[config.mk]
export PLATFORM = sky130hd
export DESIGN_NAME = eth_ctl_regs
export DESIGN_NICKNAME = d
export VERILOG_FILES = /design/src/rtl/eth_ctl_pkg.sv /design/src/rtl/eth_irq_unit.sv /design/src/rtl/eth_mgmt_port.sv /design/src/rtl/eth_ptr_bank.sv /design/src/rtl/eth_ctl_regs.sv
export SDC_FILE = /design/constraint.sdc
export NUM_CORES = 1
export LEC_CHECK = 0
export BUFFER_PORTS_ARGS = -buffer_cell sky130_fd_sc_hd__buf_2
export CAP_MARGIN = 20
export CORE_MARGIN = 2
export CORE_UTILIZATION = 60
export CTS_CLUSTER_DIAMETER = 120
export DETAILED_ROUTE_END_ITERATION = 7
export PLACE_DENSITY = 0.78
export SLEW_MARGIN = 25
export SYNTH_ARGS = -nofsm -noshare
export SYNTH_HDL_FRONTEND = slang
export SYNTH_SLANG_ARGS = --single-unit
[constraint.sdc]
create_clock -name clk -period 2.6 [get_ports clk]
set_input_delay 0.26 -clock clk [delete_from_list [all_inputs] [get_ports clk]]
set_output_delay 0.26 -clock clk [all_outputs]
set_load 0.05 [all_outputs]
[src/rtl/eth_ctl_pkg.sv]
package eth_ctl_pkg;
    localparam int OFS_MGMT    = 'h010;
    localparam int OFS_PORTCFG = 'h408;
    localparam int OFS_DMACMD  = 'h448;
    localparam int OFS_CAUSE   = 'h450;
    localparam int OFS_MASK    = 'h458;
    localparam int OFS_FRX     = 'h480;
    localparam int OFS_CRX     = 'h4A0;
    localparam int OFS_CTX     = 'h4E0;

    localparam int MG_OP_BIT    = 26;
    localparam int MG_VALID_BIT = 27;
    localparam int MG_SEL_LSB   = 16;
    localparam int MG_SEL_W     = 10;

    localparam logic [MG_SEL_W-1:0] SEL_PHY_STATUS = 10'h021;
    localparam logic [MG_SEL_W-1:0] SEL_PHY_ID_HI  = 10'h041;
    localparam logic [MG_SEL_W-1:0] SEL_PHY_ID_LO  = 10'h061;
    localparam logic [31:0]         PHY_IDENT      = 32'h01410E20;
    localparam logic [15:0]         PHY_STAT_WORD  = 16'h000C;

    localparam int CMD_TXHI_BIT = 23;
    localparam int CMD_TXLO_BIT = 22;
    localparam int PAD_BIT      = 28;
endpackage

[src/rtl/eth_irq_unit.sv]
module eth_irq_unit #(
    parameter int CAUSE_W = 4,
    parameter int DW      = 32
) (
    input  logic               clk,
    input  logic               rst_n,
    input  logic               wr_cause,
    input  logic               wr_mask,
    input  logic [DW-1:0]      wdata,
    input  logic [CAUSE_W-1:0] evt_set,
    output logic [CAUSE_W-1:0] cause_o,
    output logic [DW-1:0]      mask_o,
    output logic               irq_o
);
    typedef struct packed {
        logic [CAUSE_W-1:0] cause;
        logic [DW-1:0]      mask;
    } irq_st_t;

    irq_st_t st_d, st_q;

    always_comb begin
        st_d = st_q;
        if (wr_cause) begin
            st_d.cause = st_q.cause & wdata[CAUSE_W-1:0];
        end
        // set pulses are merged after the clear so they take priority
        st_d.cause = st_d.cause | evt_set;
        if (wr_mask) begin
            st_d.mask = wdata;
        end
    end

    always_ff @(posedge clk or negedge rst_n) begin
        if (!rst_n) begin
            st_q <= '0;
        end else begin
            st_q <= st_d;
        end
    end

    assign cause_o = st_q.cause;
    assign mask_o  = st_q.mask;
    assign irq_o   = |(st_q.cause & st_q.mask[CAUSE_W-1:0]);

    // a set pulse is never lost, even against a clearing write
    a_r3_event_kept: assert property (@(posedge clk) disable iff (!rst_n)
        (evt_set != '0) |=> ((st_q.cause & $past(evt_set)) == $past(evt_set)));

    // without a set pulse no cause bit can rise
    a_r2_no_spurious_set: assert property (@(posedge clk) disable iff (!rst_n)
        (evt_set == '0) |=> ((st_q.cause & ~$past(st_q.cause)) == '0));

    // the interrupt only drops after a cause or mask write
    a_r4_irq_falls_on_write: assert property (@(posedge clk) disable iff (!rst_n)
        $fell(irq_o) |-> $past(wr_cause || wr_mask));
endmodule

[src/rtl/eth_mgmt_port.sv]
module eth_mgmt_port
    import eth_ctl_pkg::*;
#(
    parameter int DW = 32
) (
    input  logic          clk,
    input  logic          rst_n,
    input  logic          wr_en,
    input  logic [DW-1:0] wdata,
    output logic [DW-1:0] rd_value
);
    typedef struct packed {
        logic [DW-1:0] word;
    } mg_st_t;

    mg_st_t st_d, st_q;
    logic [MG_SEL_W-1:0] sel;

    always_comb begin
        st_d = st_q;
        if (wr_en) begin
            st_d.word = wdata;
        end
    end

    always_ff @(posedge clk or negedge rst_n) begin
        if (!rst_n) begin
            st_q <= '0;
        end else begin
            st_q <= st_d;
        end
    end

    assign sel = st_q.word[MG_SEL_LSB +: MG_SEL_W];

    always_comb begin
        rd_value = '0;
        if (st_q.word[MG_OP_BIT]) begin
            rd_value[MG_VALID_BIT] = 1'b1;
            unique case (sel)
                SEL_PHY_STATUS: rd_value[15:0] = PHY_STAT_WORD;
                SEL_PHY_ID_HI:  rd_value[15:0] = PHY_IDENT[31:16];
                SEL_PHY_ID_LO:  rd_value[15:0] = PHY_IDENT[15:0];
                default:        rd_value[15:0] = 16'h0000;
            endcase
        end
    end

    // a stored read opcode always yields the valid flag
    a_r6_valid_with_opcode: assert property (@(posedge clk) disable iff (!rst_n)
        (wr_en && wdata[MG_OP_BIT]) |=> rd_value[MG_VALID_BIT]);

    // a word stored without the opcode answers zero
    a_r7_zero_without_opcode: assert property (@(posedge clk) disable iff (!rst_n)
        (wr_en && !wdata[MG_OP_BIT]) |=> (rd_value == '0));
endmodule

[src/rtl/eth_ptr_bank.sv]
module eth_ptr_bank #(
    parameter int N    = 4,
    parameter int DW   = 32,
    parameter int AW   = 12,
    parameter int BASE = 'h480
) (
    input  logic          clk,
    input  logic          rst_n,
    input  logic          wr_en,
    input  logic [AW-1:0] addr,
    input  logic [DW-1:0] wdata,
    output logic          hit_o,
    output logic [DW-1:0] rd_value
);
    typedef struct packed {
        logic [N-1:0][DW-1:0] ptr;
    } pb_st_t;

    pb_st_t st_d, st_q;
    logic [N-1:0]          hit;
    logic [N-1:0][DW-1:0]  masked;

    for (genvar i = 0; i < N; i++) begin : g_ent
        localparam logic [AW-1:0] ENT_ADDR = AW'(BASE + 4 * i);
        assign hit[i]    = (addr == ENT_ADDR);
        assign masked[i] = hit[i] ? st_q.ptr[i] : '0;
    end

    always_comb begin
        st_d = st_q;
        for (int i = 0; i < N; i++) begin
            if (wr_en && hit[i]) begin
                st_d.ptr[i] = wdata;
            end
        end
    end

    always_ff @(posedge clk or negedge rst_n) begin
        if (!rst_n) begin
            st_q <= '0;
        end else begin
            st_q <= st_d;
        end
    end

    always_comb begin
        rd_value = '0;
        for (int i = 0; i < N; i++) begin
            rd_value = rd_value | masked[i];
        end
    end

    assign hit_o = |hit;

    // pointers only move on a write that lands in this bank
    a_r8_ptr_hold: assert property (@(posedge clk) disable iff (!rst_n)
        !(wr_en && hit_o) |=> $stable(st_q.ptr));
endmodule

[src/rtl/eth_ctl_regs.sv]
module eth_ctl_regs
    import eth_ctl_pkg::*;
#(
    parameter int AW      = 12,
    parameter int DW      = 32,
    parameter int CAUSE_W = 4,
    parameter int N_RXQ   = 4,
    parameter int N_TXQ   = 2
) (
    input  logic               clk,
    input  logic               rst_n,
    input  logic [AW-1:0]      bus_addr,
    input  logic               bus_rd,
    input  logic               bus_wr,
    input  logic [DW-1:0]      bus_wdata,
    output logic [DW-1:0]      bus_rdata,
    input  logic [CAUSE_W-1:0] evt_set,
    output logic               irq,
    output logic [1:0]         tx_start,
    output logic               rx_pad_en
);
    localparam logic [AW-1:0] A_MGMT  = AW'(OFS_MGMT);
    localparam logic [AW-1:0] A_PCFG  = AW'(OFS_PORTCFG);
    localparam logic [AW-1:0] A_CMD   = AW'(OFS_DMACMD);
    localparam logic [AW-1:0] A_CAUSE = AW'(OFS_CAUSE);
    localparam logic [AW-1:0] A_MASK  = AW'(OFS_MASK);

    typedef struct packed {
        logic          pad;
        logic [1:0]    start;
        logic [DW-1:0] rdata;
    } top_st_t;

    top_st_t st_d, st_q;

    logic               wr_cause, wr_mask, wr_mgmt, wr_pcfg, wr_cmd;
    logic [CAUSE_W-1:0] cause_v;
    logic [DW-1:0]      mask_v;
    logic [DW-1:0]      mgmt_v;
    logic               frx_hit, crx_hit, ctx_hit;
    logic [DW-1:0]      frx_v, crx_v, ctx_v;
    logic [DW-1:0]      rd_mux;

    assign wr_cause = bus_wr && (bus_addr == A_CAUSE);
    assign wr_mask  = bus_wr && (bus_addr == A_MASK);
    assign wr_mgmt  = bus_wr && (bus_addr == A_MGMT);
    assign wr_pcfg  = bus_wr && (bus_addr == A_PCFG);
    assign wr_cmd   = bus_wr && (bus_addr == A_CMD);

    eth_irq_unit #(.CAUSE_W(CAUSE_W), .DW(DW)) u_irq (
        .clk      (clk),
        .rst_n    (rst_n),
        .wr_cause (wr_cause),
        .wr_mask  (wr_mask),
        .wdata    (bus_wdata),
        .evt_set  (evt_set),
        .cause_o  (cause_v),
        .mask_o   (mask_v),
        .irq_o    (irq)
    );

    eth_mgmt_port #(.DW(DW)) u_mgmt (
        .clk      (clk),
        .rst_n    (rst_n),
        .wr_en    (wr_mgmt),
        .wdata    (bus_wdata),
        .rd_value (mgmt_v)
    );

    eth_ptr_bank #(.N(N_RXQ), .DW(DW), .AW(AW), .BASE(OFS_FRX)) u_frx (
        .clk      (clk),
        .rst_n    (rst_n),
        .wr_en    (bus_wr),
        .addr     (bus_addr),
        .wdata    (bus_wdata),
        .hit_o    (frx_hit),
        .rd_value (frx_v)
    );

    eth_ptr_bank #(.N(N_RXQ), .DW(DW), .AW(AW), .BASE(OFS_CRX)) u_crx (
        .clk      (clk),
        .rst_n    (rst_n),
        .wr_en    (bus_wr),
        .addr     (bus_addr),
        .wdata    (bus_wdata),
        .hit_o    (crx_hit),
        .rd_value (crx_v)
    );

    eth_ptr_bank #(.N(N_TXQ), .DW(DW), .AW(AW), .BASE(OFS_CTX)) u_ctx (
        .clk      (clk),
        .rst_n    (rst_n),
        .wr_en    (bus_wr),
        .addr     (bus_addr),
        .wdata    (bus_wdata),
        .hit_o    (ctx_hit),
        .rd_value (ctx_v)
    );

    always_comb begin
        rd_mux = '0;
        if (bus_addr == A_MGMT)  rd_mux = mgmt_v;
        if (bus_addr == A_CAUSE) rd_mux = DW'(cause_v);
        if (bus_addr == A_MASK)  rd_mux = mask_v;
        if (frx_hit)             rd_mux = frx_v;
        if (crx_hit)             rd_mux = crx_v;
        if (ctx_hit)             rd_mux = ctx_v;
    end

    always_comb begin
        st_d       = st_q;
        st_d.rdata = bus_rd ? rd_mux : '0;
        st_d.start = wr_cmd ? {bus_wdata[CMD_TXHI_BIT], bus_wdata[CMD_TXLO_BIT]} : 2'b00;
        if (wr_pcfg) begin
            st_d.pad = bus_wdata[PAD_BIT];
        end
    end

    always_ff @(posedge clk or negedge rst_n) begin
        if (!rst_n) begin
            st_q <= '0;
        end else begin
            st_q <= st_d;
        end
    end

    assign bus_rdata = st_q.rdata;
    assign tx_start  = st_q.start;
    assign rx_pad_en = st_q.pad;

    // a cycle without a read leaves the data bus at zero
    a_r12_idle_read_zero: assert property (@(posedge clk) disable iff (!rst_n)
        !bus_rd |=> (bus_rdata == '0));

    // start pulses only follow a command write
    a_r10_start_needs_cmd: assert property (@(posedge clk) disable iff (!rst_n)
        (tx_start != 2'b00) |-> $past(bus_wr && (bus_addr == A_CMD)));

    // padding flag holds between configuration writes
    a_r11_pad_hold: assert property (@(posedge clk) disable iff (!rst_n)
        !(bus_wr && (bus_addr == A_PCFG)) |=> $stable(rx_pad_en));
endmodule

# --- Word-level counts from Yosys, hierarchy flattened ---
# Cells that the tools add are included.
# Widths: inputs -> output; s select.
totals:
  register_bits: 418
  in_bits: 52
  out_inout_bits: 36
  wordCells: 85
op_classes:
  eq_ne: 18
  n_mux: 22
  bitwise_logic: 10
  n_reduce_logical: 19
op_table:
  columns: ["operator", "count"]
  rows:
  - ["$mux 32", 15]
  - ["$or 32x32->32", 7]
  - ["$eq 12x11->1 const B", 14]
  - ["$mux 28", 2]
  - ["$pmux 12 s3", 1]
  - ["$eq 10x7->1 const B", 2]
  - ["$logic_and 1x1->1", 15]
  - ["$eq 12x5->1 const B", 1]
  - ["$mux 12", 1]
  - ["$reduce_or 4->1", 3]
  - ["$eq 10x6->1 const B", 1]
  - ["$and 4x4->4", 2]
  - ["$mux 4", 1]
  - ["$or 4x4->4", 1]
  - ["$mux 2", 1]
  - ["$reduce_or 2->1", 1]
  - ["$mux 1", 1]

# --- Longest topological paths before layout ---
# Gate-level depths: netlist (run 1).
depth:
  depth_word: 10
  ltp_mapped: 9
  ltp_nobuf: 6

# --- By module ---
# Synthesis (run 1) repeated with hierarchy kept, for this count alone.
unflattened:
  hier_cells: 1397
  hier_area_um2: 19842.8
modules_own_cells:
  columns: ["mod", "n_inst", "cells_per_inst", "area_each_um2", "seq_area_each_um2"]
  rows:
  - ["eth_ptr_bank at u_crx", 1, 357, 5916.9, 3203.1]
  - ["eth_ptr_bank at u_frx", 1, 356, 5899.4, 3203.1]
  - ["eth_ptr_bank at u_ctx", 1, 214, 2974.1, 1601.5]
  - ["eth_ctl_regs", 1, 326, 2834.0, 875.8]
  - ["eth_irq_unit", 1, 83, 1519.0, 900.9]
  - ["eth_mgmt_port", 1, 61, 699.4, 275.3]

# --- Worst setup path after synthesis (run 1) ---
# OpenSTA, ideal clock, no wires.
synth_timing:
  path_type: "input to register"
  from: "input port bus_addr[4]"
  to: "register st_q, in the netlist bus_rdata[28]"
  setup_ns: 0.083
  t_arrival_ns: 2.049
  t_required_ns: 2.517
  setup_slack_ns: 0.468
  cell_stages: 7
  cell_sequence: "buf_6 -> or4b_2 -> nor3_4 -> buf_6 -> a22oi_1 -> a211o_1 -> o22ai_1"
synth_rtl:
  columns: ["element", "line", "text"]
  rows:
  - ["from (decl)", "eth_ctl_regs.sv:12", "input logic [AW-1:0] bus_addr,"]
  - ["to (signal assigned)", "eth_ctl_regs.sv:123", "st_q <= st_d;"]
  - ["to (decl)", "eth_ctl_regs.sv:34", "top_st_t st_d, st_q;"]

==> out/metrics.csv, run 1 <==
stage,metric,value,unit
drt,routed via count divided by cell count,6.83,
logic_synthesis,Post-synth ARST share,1.00,
drt,DRC violation total after the first TritonRoute iteration,1318,
logic_synthesis,main combinational cell family by area after synthesis,multiplexers,
placement,number of buffers inserted by port buffering,87,
cells_and_area,final cell area excluding filler cells,0.0206,sq mm
cells_and_area,synthesis-to-finish area growth,16.5,%
die,Die Wd,176,um
cells_and_area,combined area of the multi-input logic cells,0.00715,sq mm
pwr,overall power consumption,12900,uW
sta,final-report hold violation count,0,
worst_hold_path,classification of the worst-slack hold path,in2reg,
placement,dpl cells,1783,
die,y dimension of the die,176,um
global_route,Overall Global Routing Usage,0.340,
sta,Max Transition Viols Final,0,
placement,routability congestion estimate,0.982,
sta,worst-margin pin slew,0.988,ns
logic_synthesis,"Top FF cell, synth",dfrtp_1,
cts,clock tree buffer depth,3,
die,top-level port count,88,
setup_path,Top delay family on crit path,simple AND/OR/NAND/NOR gates,
setup_path,startpoint-to-endpoint class of the critical path,reg2reg,
logic_synthesis,area fraction in compound gates after synthesis,0.115,
die,effective utilization at floorplan,0.612,
cells_and_area,number of nets in the finished design,1499,
setup_path,cells along the critical path,or4b_2 > nor4_4 > buf_4 > inv_1 > nor4_2 > buf_4 > nor2_1 > o32ai_2,
setup_path,endpoint of the worst register-to-register path,bus_rdata[6]$_DFF_PN0_,
run_status,status,"finished, final reports clean",
global_route,total global routing overflow,0,
cells_and_area,filler cell count in the final layout,1961,
logic_synthesis,yosys synthesis warning count,0,
placement,HPWL after DPL,32600,um
logic_synthesis,"flops & latches, synth",402,
logic_synthesis,post-synthesis net count,1390,
logic_synthesis,average cell area after synthesis,13.2,sq um
setup_path,most repeated library cell on the critical path,buf_4,
logic_synthesis,Cells after Synth,1338,
die,floorplan core area,0.0289,sq mm
cts,insertion delay to the later sink of the worst-skew pair,0.54,ns
drt,count of TritonRoute iterations in the first routing pass,5,
setup_path,start of the worst register-to-register path,u_mgmt.st_q[18]$_DFFE_PN0P_,
drt,routed len/inst,27.8,um
pwr,Static Leak,0.0102,uW
cts,Clock transition at path regs,0.06,ns
sta,Max Clock Freq,399,MHz
setup_path,required time of the worst setup path,2.98,ns
global_route,wire length of the first global-routing pass,78800,um
cts,master cell of the clock root buffer,clkbuf_16,
logic_synthesis,synthesized-area fraction occupied by xor and xnor cells,0,
drt,number of nets with antenna violations after routing,0,
setup_path,Critical-path top delay cell,or4b_2,
pwr,maximum ir drop on the vdd rail,0.609,mV
sta,final critical delay including setup and external delays,2.51,ns
cells_and_area,fraction of layout instances using a drive strength above 1,0.425,
cells_and_area,final non-filler cell total,1865,
placement,DP Area,0.0191,sq mm
worst_hold_path,Min-Delay Startpoint,bus_wdata[23],
logic_synthesis,"share of synthesized cell area in full adder, half adder and majority cells",0,
sta,RSZ-0062 raised after global routing,no,
die,# rows,62,
setup_path,Crit. End Element,register,
cts,clock tree from TritonCTS,done,
flow_run,number of max-cap violations,0,
sta,Layout Skew,0.0192,ns
logic_synthesis,number of enable-type register cells in the synthesized netlist,0,
cts,Post-CTS Repair Setup Buffers,0,
sta,Setup Viol. Count Final,0,
logic_synthesis,post-synth cell types,64,
global_route,number of antenna violations at the first check in global routing,2,
logic_synthesis,mux cell area share after synthesis,0.232,
global_route,number of global-route vias before repair,13200,
cells_and_area,"commonest cells after routing, fill and taps aside","dfrtp_1, mux2_2, buf_2",
logic_synthesis,"Seq/Total Area, Yosys",0.570,
logic_synthesis,simple-gate area share of the yosys netlist,0.0514,
setup_path,kind of launch point of the worst setup path,register,
cts,cts bufs inserted,41,
setup_path,count of buffering cells on the critical path with inverters included,3,
pwr,power density normalized to cell area,625,mW/mm^2
logic_synthesis,netlist area before placement,0.0177,sq mm
setup_path,flop-to-flop setup slack,0.09,ns
setup_path,worst-path maximum fanout,3,
worst_hold_path,worst hold path cell count,2,
drt,via count,12700,
drt,final wirelength,51800,um
worst_hold_path,hold worst-path end,u_mgmt.st_q[23]$_DFFE_PN0P_,
cells_and_area,sequential standard cell area,0.0101,sq mm
sta,final clock period utilization by the worst path,0.964,
global_route,maximum number of pins on one net before global-route repair,58,
setup_path,delay of the slowest cell on the worst path,0.71,ns
sta,Rel. slew slack,0.339,
setup_path,path depth of the worst reg2reg path,8,
cts,total number of H-tree levels,2,
sta,setup tns final,0,ns
cells_and_area,"commonest non-fill, non-tap cell in the layout",dfrtp_1,
cts,sinks on the clock net,402,
die,overall die area,0.0308,sq mm
drt,DRC violations left,0,
setup_path,data arrival time of the critical path,2.89,ns
-- where the power goes --
part           switching [uW]  total [uW]  internal (uW)
sequential               14.4        6300           6280
clock                    2420        6060           3640
combinational             362         501            140
total                    2800       12900          10100
-- cell type report --
cell class / instances / share of cell area
Antenna cell: 2 / 0.000243
Multi-Input combinational cell: 809 / 0.347
Clock buffer: 70 / 0.0660
Sequential cell: 402 / 0.489
Tap cell: 384 / 0.0234
Inverter: 5 / 0.000912
Clock inverter: 5 / 0.00261
Timing Repair Buffer: 188 / 0.0707
-- cell families after synthesis --
kind of cell,count (synthesis)
compound gates,280
buf+inv,127
flops,402
mux,366
simple gates,163
-- metrics by stage --
step | worst slack, ns | hold slack [ns] | utilization
after floorplan | 0.468 | -0.0356 | -
after global placement | -0.267 | 0.236 | 0.661
after detailed placement | -0.263 | 0.238 | 0.661
after CTS | 0.0679 | 0.00363 | 0.712
after global routing | 0.0258 | 0.0111 | 0.713
final | 0.0933 | 0.0160 | 0.713
-- flip-flops by register name, summed over array words and instances, names as in the netlist --
signal         flops
bus_rdata         32
u_irq.cause_o      4
rx_pad_en          1
tx_start           2
u_ctx.st_q        64
u_frx.st_q       128
u_mgmt.st_q       11
u_irq.mask_o      32
u_crx.st_q       128
-- cells in the mapped netlist (4+ instances only) --
cell type	count	area (sq um)
inv_1	5	18.8
a22oi_1	48	360
nand2b_1	4	25.0
o22ai_1	18	113
mux2i_1	19	190
nor2b_1	4	25.0
a211oi_1	6	45.0
nand3_1	18	90.1
nor3_1	8	40.0
a221o_1	29	290
o21ai_0	53	265
buf_6	6	67.6
dfrtp_1	402	10100
a22o_1	18	158
nor4_1	10	62.6
nor2_1	27	101
o41ai_1	4	35.0
a32oi_1	4	35.0
a221oi_1	35	307
a211o_1	9	78.8
nand2_1	49	184
mux2_2	347	3910
a21oi_1	36	180
clkbuf_1	93	349
buf_2	20	100
o32ai_1	6	52.6
-- worst max path at each step --
stage | start | to | slack [ns] | cells past startpoint
finish | u_mgmt.st_q[18]$_DFFE_PN0P_ | bus_rdata[6]$_DFF_PN0_ | 0.09 | 8
global route | u_mgmt.st_q[18]$_DFFE_PN0P_ | bus_rdata[9]$_DFF_PN0_ | 0.03 | 8
CTS | u_mgmt.st_q[18]$_DFFE_PN0P_ | bus_rdata[6]$_DFF_PN0_ | 0.07 | 8
detailed placement | bus_addr[3] | bus_rdata[6]$_DFF_PN0_ | -0.26 | 9
global placement | bus_addr[3] | bus_rdata[6]$_DFF_PN0_ | -0.27 | 9
floorplan | bus_addr[4] | bus_rdata[28]$_DFF_PN0_ | 0.47 | 7
-- routing by layer --
metal | GRT usage | up-vias | wire, um
met4 | 0.163 | 0 | 2680
li1 | - | 5259 | -
met3 | 0.0675 | 194 | 4290
met2 | 0.538 | 672 | 24400
met1 | 0.455 | 6616 | 20500
met5 | 0 | - | 0
-- timing repair --
action | in CTS | in global routing
hold buffers | 5 | 0
gates resized for setup | 2 | 3
gates cloned | 0 | 0
pin swaps | 0 | 1
setup endpoints to repair | 1 | 2
hold endpoints to repair | 55 | 0
Note: power is estimated with default switching activity, not from simulation.
==> run 2: changes to the inputs <==
CORE_ASPECT_RATIO = 0.7   (was default)
clock period = 2.7 ns   (was 2.6 ns; I/O delays follow)
==> run 2 against run 1 <==
Against the previous run: non-clock buffer count is 4 lower; final cell count down 1.1%; first-iteration DRC count is 15% higher; die area is essentially flat; worst hold slack better by 0.0092 ns; clock power is 13% lower; register-to-register slack improved by 0.08 ns; sequential power decreased by 3.8%; power down 8.2%; final area decreased by 1.7%; global-route usage down 0.36 points; critical path type unchanged; critical endpoint is now bus_rdata[9]$_DFF_PN0_.
==> out/metrics.csv, run 2 (same netlist as run 1, synthesis figures left out) <==
stage,metric,value,unit
run_status,status,"finished, final reports clean",
drt,routed via count divided by cell count,6.77,
cells_and_area,synthesis-to-finish area growth,14.5,%
sta,Layout Skew,0.0168,ns
cells_and_area,top flop regs,"u_crx.st_q: 128 flops, u_frx.st_q: 128 flops, u_ctx.st_q: 64 flops",
cells_and_area,sequential standard cell area,0.0101,sq mm
cts,clock tree buffer depth,3,
cts,insertion delay to the later sink of the worst-skew pair,0.54,ns
sta,Max Transition Viols Final,0,
sta,RSZ-0062 raised after global routing,no,
drt,met3 routed wirelength,5280,um
setup_path,data arrival time of the critical path,2.93,ns
die,Die Wd,209,um
drt,final wirelength,50900,um
drt,Met2 Routed Length,22800,um
drt,count of TritonRoute iterations in the first routing pass,5,
drt,topmost layer with routed signal wires,met4,
setup_path,Crit. End Element,register,
die,# rows,52,
setup_path,cells along the critical path,or4b_2 > nor4_1 > nand3_1 > o21ai_0 > buf_4 > nor4b_1 > o32ai_1,
setup_path,startpoint-to-endpoint class of the critical path,reg2reg,
placement,number of buffers inserted by port buffering,87,
die,floorplan core area,0.0290,sq mm
cts,clock tree from TritonCTS,done,
cts,master cell of the clock root buffer,clkbuf_16,
setup_path,required time of the worst setup path,3.11,ns
pwr,overall power consumption,11800,uW
worst_hold_path,Min-Delay Startpoint,bus_wdata[23],
drt,via count,12500,
pwr,maximum ir drop on the vdd rail,0.507,mV
global_route,total global routing overflow,0,
global_route,number of antenna violations at the first check in global routing,0,
cts,cts hold-fix bufs,5,
die,overall die area,0.0308,sq mm
cts,total number of H-tree levels,2,
sta,final-report hold violation count,0,
cells_and_area,"commonest cells after routing, fill and taps aside","dfrtp_1, mux2_2, buf_2",
setup_path,kind of launch point of the worst setup path,register,
drt,DRC violation total after the first TritonRoute iteration,1515,
cts,cts bufs inserted,38,
cells_and_area,number of nets in the finished design,1492,
flow_run,number of max-cap violations,0,
drt,DRC violations left,0,
pwr,power density normalized to cell area,584,mW/mm^2
drt,routed len/inst,27.6,um
setup_path,start of the worst register-to-register path,u_mgmt.st_q[18]$_DFFE_PN0P_,
die,y dimension of the die,148,um
cts,Clock transition at path regs,0.07,ns
cells_and_area,antenna cell count,0,
die,top-level port count,88,
cts,Post-CTS Repair Setup Buffers,0,
sta,setup tns final,0,ns
sta,final clock period utilization by the worst path,0.934,
pwr,Static Leak,0.0101,uW
drt,routed metal-1 wire length,21200,um
global_route,Overall Global Routing Usage,0.336,
setup_path,Critical Path Start,u_mgmt.st_q[18]$_DFFE_PN0P_,
cells_and_area,"commonest non-fill, non-tap cell in the layout",dfrtp_1,
setup_path,worst-path maximum fanout,3,
cts,sinks on the clock net,402,
cells_and_area,fraction of layout instances using a drive strength above 1,0.421,
setup_path,delay of the slowest cell on the worst path,0.67,ns
worst_hold_path,classification of the worst-slack hold path,in2reg,
global_route,number of global-route vias before repair,12900,
sta,worst-margin pin slew,0.942,ns
sta,Max Clock Freq,396,MHz
drt,number of nets with antenna violations after routing,0,
sta,Rel. slew slack,0.369,
die,effective utilization at floorplan,0.610,
cells_and_area,filler cell count in the final layout,2004,
sta,Setup Viol. Count Final,0,
global_route,wire length of the first global-routing pass,78000,um
placement,dpl cells,1773,
setup_path,Critical-path top delay cell,or4b_2,
sta,final critical delay including setup and external delays,2.52,ns
placement,HPWL after DPL,32600,um
setup_path,Top delay family on crit path,simple AND/OR/NAND/NOR gates,
placement,routability congestion estimate,0.931,
cells_and_area,combined area of the multi-input logic cells,0.00712,sq mm
cts,Post-CTS Resized,0,
global_route,maximum number of pins on one net before global-route repair,74,
cells_and_area,final non-filler cell total,1844,
setup_path,count of buffering cells on the critical path with inverters included,1,
[run 2: where the power goes]
part           switching (uW)  internal (uW)  total (uW)
logic                     344            123         466
clock network            2300           2980        5280
registers                13.2           6050        6060
total                    2660           9150       11800
[run 2: path summary, 6_finish.rpt]
kind	depth (start not counted)	slack [ns]	to
setup / recovery	7	0.18	bus_rdata[9]$_DFF_PN0_
hold / removal	2	0.03	u_mgmt.st_q[23]$_DFFE_PN0P_
setup reg to reg	7	0.18	bus_rdata[9]$_DFF_PN0_
hold reg to reg	2	0.48	u_frx.st_q[86]$_DFFE_PN0P_
max in group asynchronous	4	1.48	u_crx.st_q[41]$_DFFE_PN0P_
min in group asynchronous	2	0.30	u_crx.st_q[96]$_DFFE_PN0P_
[run 2: area by class of cell]
cell class	count	share of cell area
clock inverters	17	0.00718
multi-input cells	809	0.352
clock buffers	49	0.0526
well taps	378	0.0234
flip-flops and latches	402	0.497
repair buffers	184	0.0667
inverters	5	0.000928
[run 2: per-stage QoR]
stage                     hold slack [ns]  setup WS [ns]  area, sq um  utilization
final                              0.0252          0.178        20200        0.699
after global routing               0.0147         0.0465        20200        0.699
after CTS                          0.0190          0.206        20200        0.699
after detailed placement            0.298          0.165        19000        0.655
after global placement              0.288          0.105        19000        0.655
after floorplan                   -0.0256          0.558        17700            -
[run 2: routing by layer]
layer	up-vias	track usage
li1	5212	-
met1	6427	0.483
met2	704	0.510
met3	134	0.0761
met4	0	0.119
met5	-	0
==> run 3: changes to the inputs <==
HOLD_SLACK_MARGIN = 0.1   (was default)
==> run 3 against run 2 <==
Against the previous run: final area barely moved; sequential share of layout area is essentially flat; utilization increased by 0.069 points; final cell count rose by 0.11%; clock power is essentially flat; non-clock buffer count grew 2; global-route usage is essentially flat; first-iteration DRC count decreased by 12%; worst hold slack gained 0.11 ns.
==> out/metrics.csv, run 3 (same netlist as run 1, synthesis figures left out) <==
stage,metric,value,unit
cts,Clock transition at path regs,0.07,ns
sta,setup tns final,0,ns
setup_path,startpoint-to-endpoint class of the critical path,reg2reg,
sta,Setup Viol. Count Final,0,
die,y dimension of the die,148,um
drt,DRC violations left,0,
sta,Max Transition Viols Final,0,
cts,total number of H-tree levels,2,
global_route,total global routing overflow,0,
cells_and_area,"commonest non-fill, non-tap cell in the layout",dfrtp_1,
worst_hold_path,worst hold path cell count,2,
global_route,number of global-route vias before repair,12900,
sta,final critical delay including setup and external delays,2.57,ns
sta,Rel. slew slack,0.364,
flow_run,number of max-cap violations,0,
drt,final wirelength,51000,um
setup_path,worst-path maximum fanout,3,
setup_path,Crit. End Element,register,
die,Die Wd,209,um
pwr,maximum ir drop on the vdd rail,0.507,mV
setup_path,kind of launch point of the worst setup path,register,
global_route,number of antenna violations at the first check in global routing,0,
cts,insertion delay to the later sink of the worst-skew pair,0.54,ns
placement,HPWL after DPL,32600,um
cts,Post-CTS Repair Setup Buffers,0,
die,floorplan core area,0.0290,sq mm
cells_and_area,fraction of layout instances using a drive strength above 1,0.420,
setup_path,flop-to-flop setup slack,0.13,ns
pwr,overall power consumption,11800,uW
die,# rows,52,
pwr,Static Leak,0.0101,uW
sta,Max Clock Freq,389,MHz
cells_and_area,antenna cell count,0,
cts,cts bufs inserted,38,
run_status,status,"finished, final reports clean",
cts,clock tree from TritonCTS,done,
sta,final clock period utilization by the worst path,0.953,
die,effective utilization at floorplan,0.610,
cts,Post-CTS Resized,0,
sta,RSZ-0062 raised after global routing,no,
global_route,Overall Global Routing Usage,0.336,
cells_and_area,combined area of the multi-input logic cells,0.00712,sq mm
sta,post-route worst hold slack,0.134,ns
setup_path,Critical Path Start,u_mgmt.st_q[18]$_DFFE_PN0P_,
cells_and_area,top flop regs,"u_crx.st_q: 128 flops, u_frx.st_q: 128 flops, u_ctx.st_q: 64 flops",
cells_and_area,final core area utilization,0.699,
die,overall die area,0.0308,sq mm
cells_and_area,sequential standard cell area,0.0101,sq mm
cells_and_area,number of nets in the finished design,1494,
placement,number of buffers inserted by port buffering,87,
sta,worst-margin pin slew,0.951,ns
setup_path,required time of the worst setup path,3.11,ns
drt,routed via count divided by cell count,6.80,
cts,sinks on the clock net,402,
sta,Layout Skew,0.0158,ns
pwr,power density normalized to cell area,584,mW/mm^2
drt,DRC violation total after the first TritonRoute iteration,1339,
drt,count of TritonRoute iterations in the first routing pass,5,
worst_hold_path,classification of the worst-slack hold path,in2reg,
cells_and_area,filler cell count in the final layout,2000,
cts,clock tree buffer depth,3,
drt,routed len/inst,27.6,um
setup_path,path depth of the worst reg2reg path,7,
setup_path,data arrival time of the critical path,2.98,ns
placement,routability congestion estimate,0.931,
drt,number of nets with antenna violations after routing,0,
die,top-level port count,88,
global_route,wire length of the first global-routing pass,77700,um
setup_path,start of the worst register-to-register path,u_mgmt.st_q[18]$_DFFE_PN0P_,
global_route,maximum number of pins on one net before global-route repair,74,
drt,via count,12600,
worst_hold_path,Min-Delay Startpoint,bus_wdata[19],
sta,final-report hold violation count,0,
cts,master cell of the clock root buffer,clkbuf_16,
cts,cts hold-fix bufs,7,
cells_and_area,synthesis-to-finish area growth,14.7,%
cells_and_area,"commonest cells after routing, fill and taps aside","dfrtp_1, mux2_2, buf_2",
==> run 3: critical path, cell delays in order (launching register included) <==
cell,delay (ns)
dfrtp_1,0.37
or4b_2,0.67
nor4_1,0.28
inv_1,0.08
nor4_1,0.38
buf_4,0.23
o21ai_0,0.15
a22oi_1,0.29
==> run 3: report_power, final <==
part	switching, uW	internal (uW)	total [uW]	leakage, uW
Sequential	13.3	6050	6060	0.00559
Combinational	343	125	467	0.00387
Clock	2310	2980	5290	0.000612
==> run 3: final timing paths <==
path                                                     to
min in group asynchronous        u_crx.st_q[96]$_DFFE_PN0P_
worst min register to register   u_frx.st_q[86]$_DFFE_PN0P_
worst min-delay path            u_crx.st_q[115]$_DFFE_PN0P_
max in group asynchronous        u_crx.st_q[41]$_DFFE_PN0P_
worst max-delay path                 bus_rdata[0]$_DFF_PN0_
worst max register to register       bus_rdata[0]$_DFF_PN0_
==> run 3: cell type report <==
class,count,area share
flip-flops and latches,402,0.497
multi-input cells,809,0.352
repair buffers,186,0.0676
clock buffers,49,0.0525
well taps,378,0.0234
clock inverters,17,0.00717
inverters,5,0.000927
==> run 3: per-layer routing <==
metal,track usage,vias to the layer above,part of all wire
li1,-,5219,-
met1,0.471,6538,0.42
met2,0.505,660,0.44
met3,0.0931,134,0.10
met4,0.131,0,0.036
met5,0,-,0
==> run 3: through the flow <==
step / cell area (sq um) / instances / setup slack, ns
after floorplan: 17700 / 1338 / 0.558
after global placement: 19000 / 1773 / 0.105
after detailed placement: 19000 / 1773 / 0.165
after CTS: 20200 / 1846 / 0.206
after global routing: 20200 / 1846 / 0.0465
final: 20200 / 1846 / 0.128
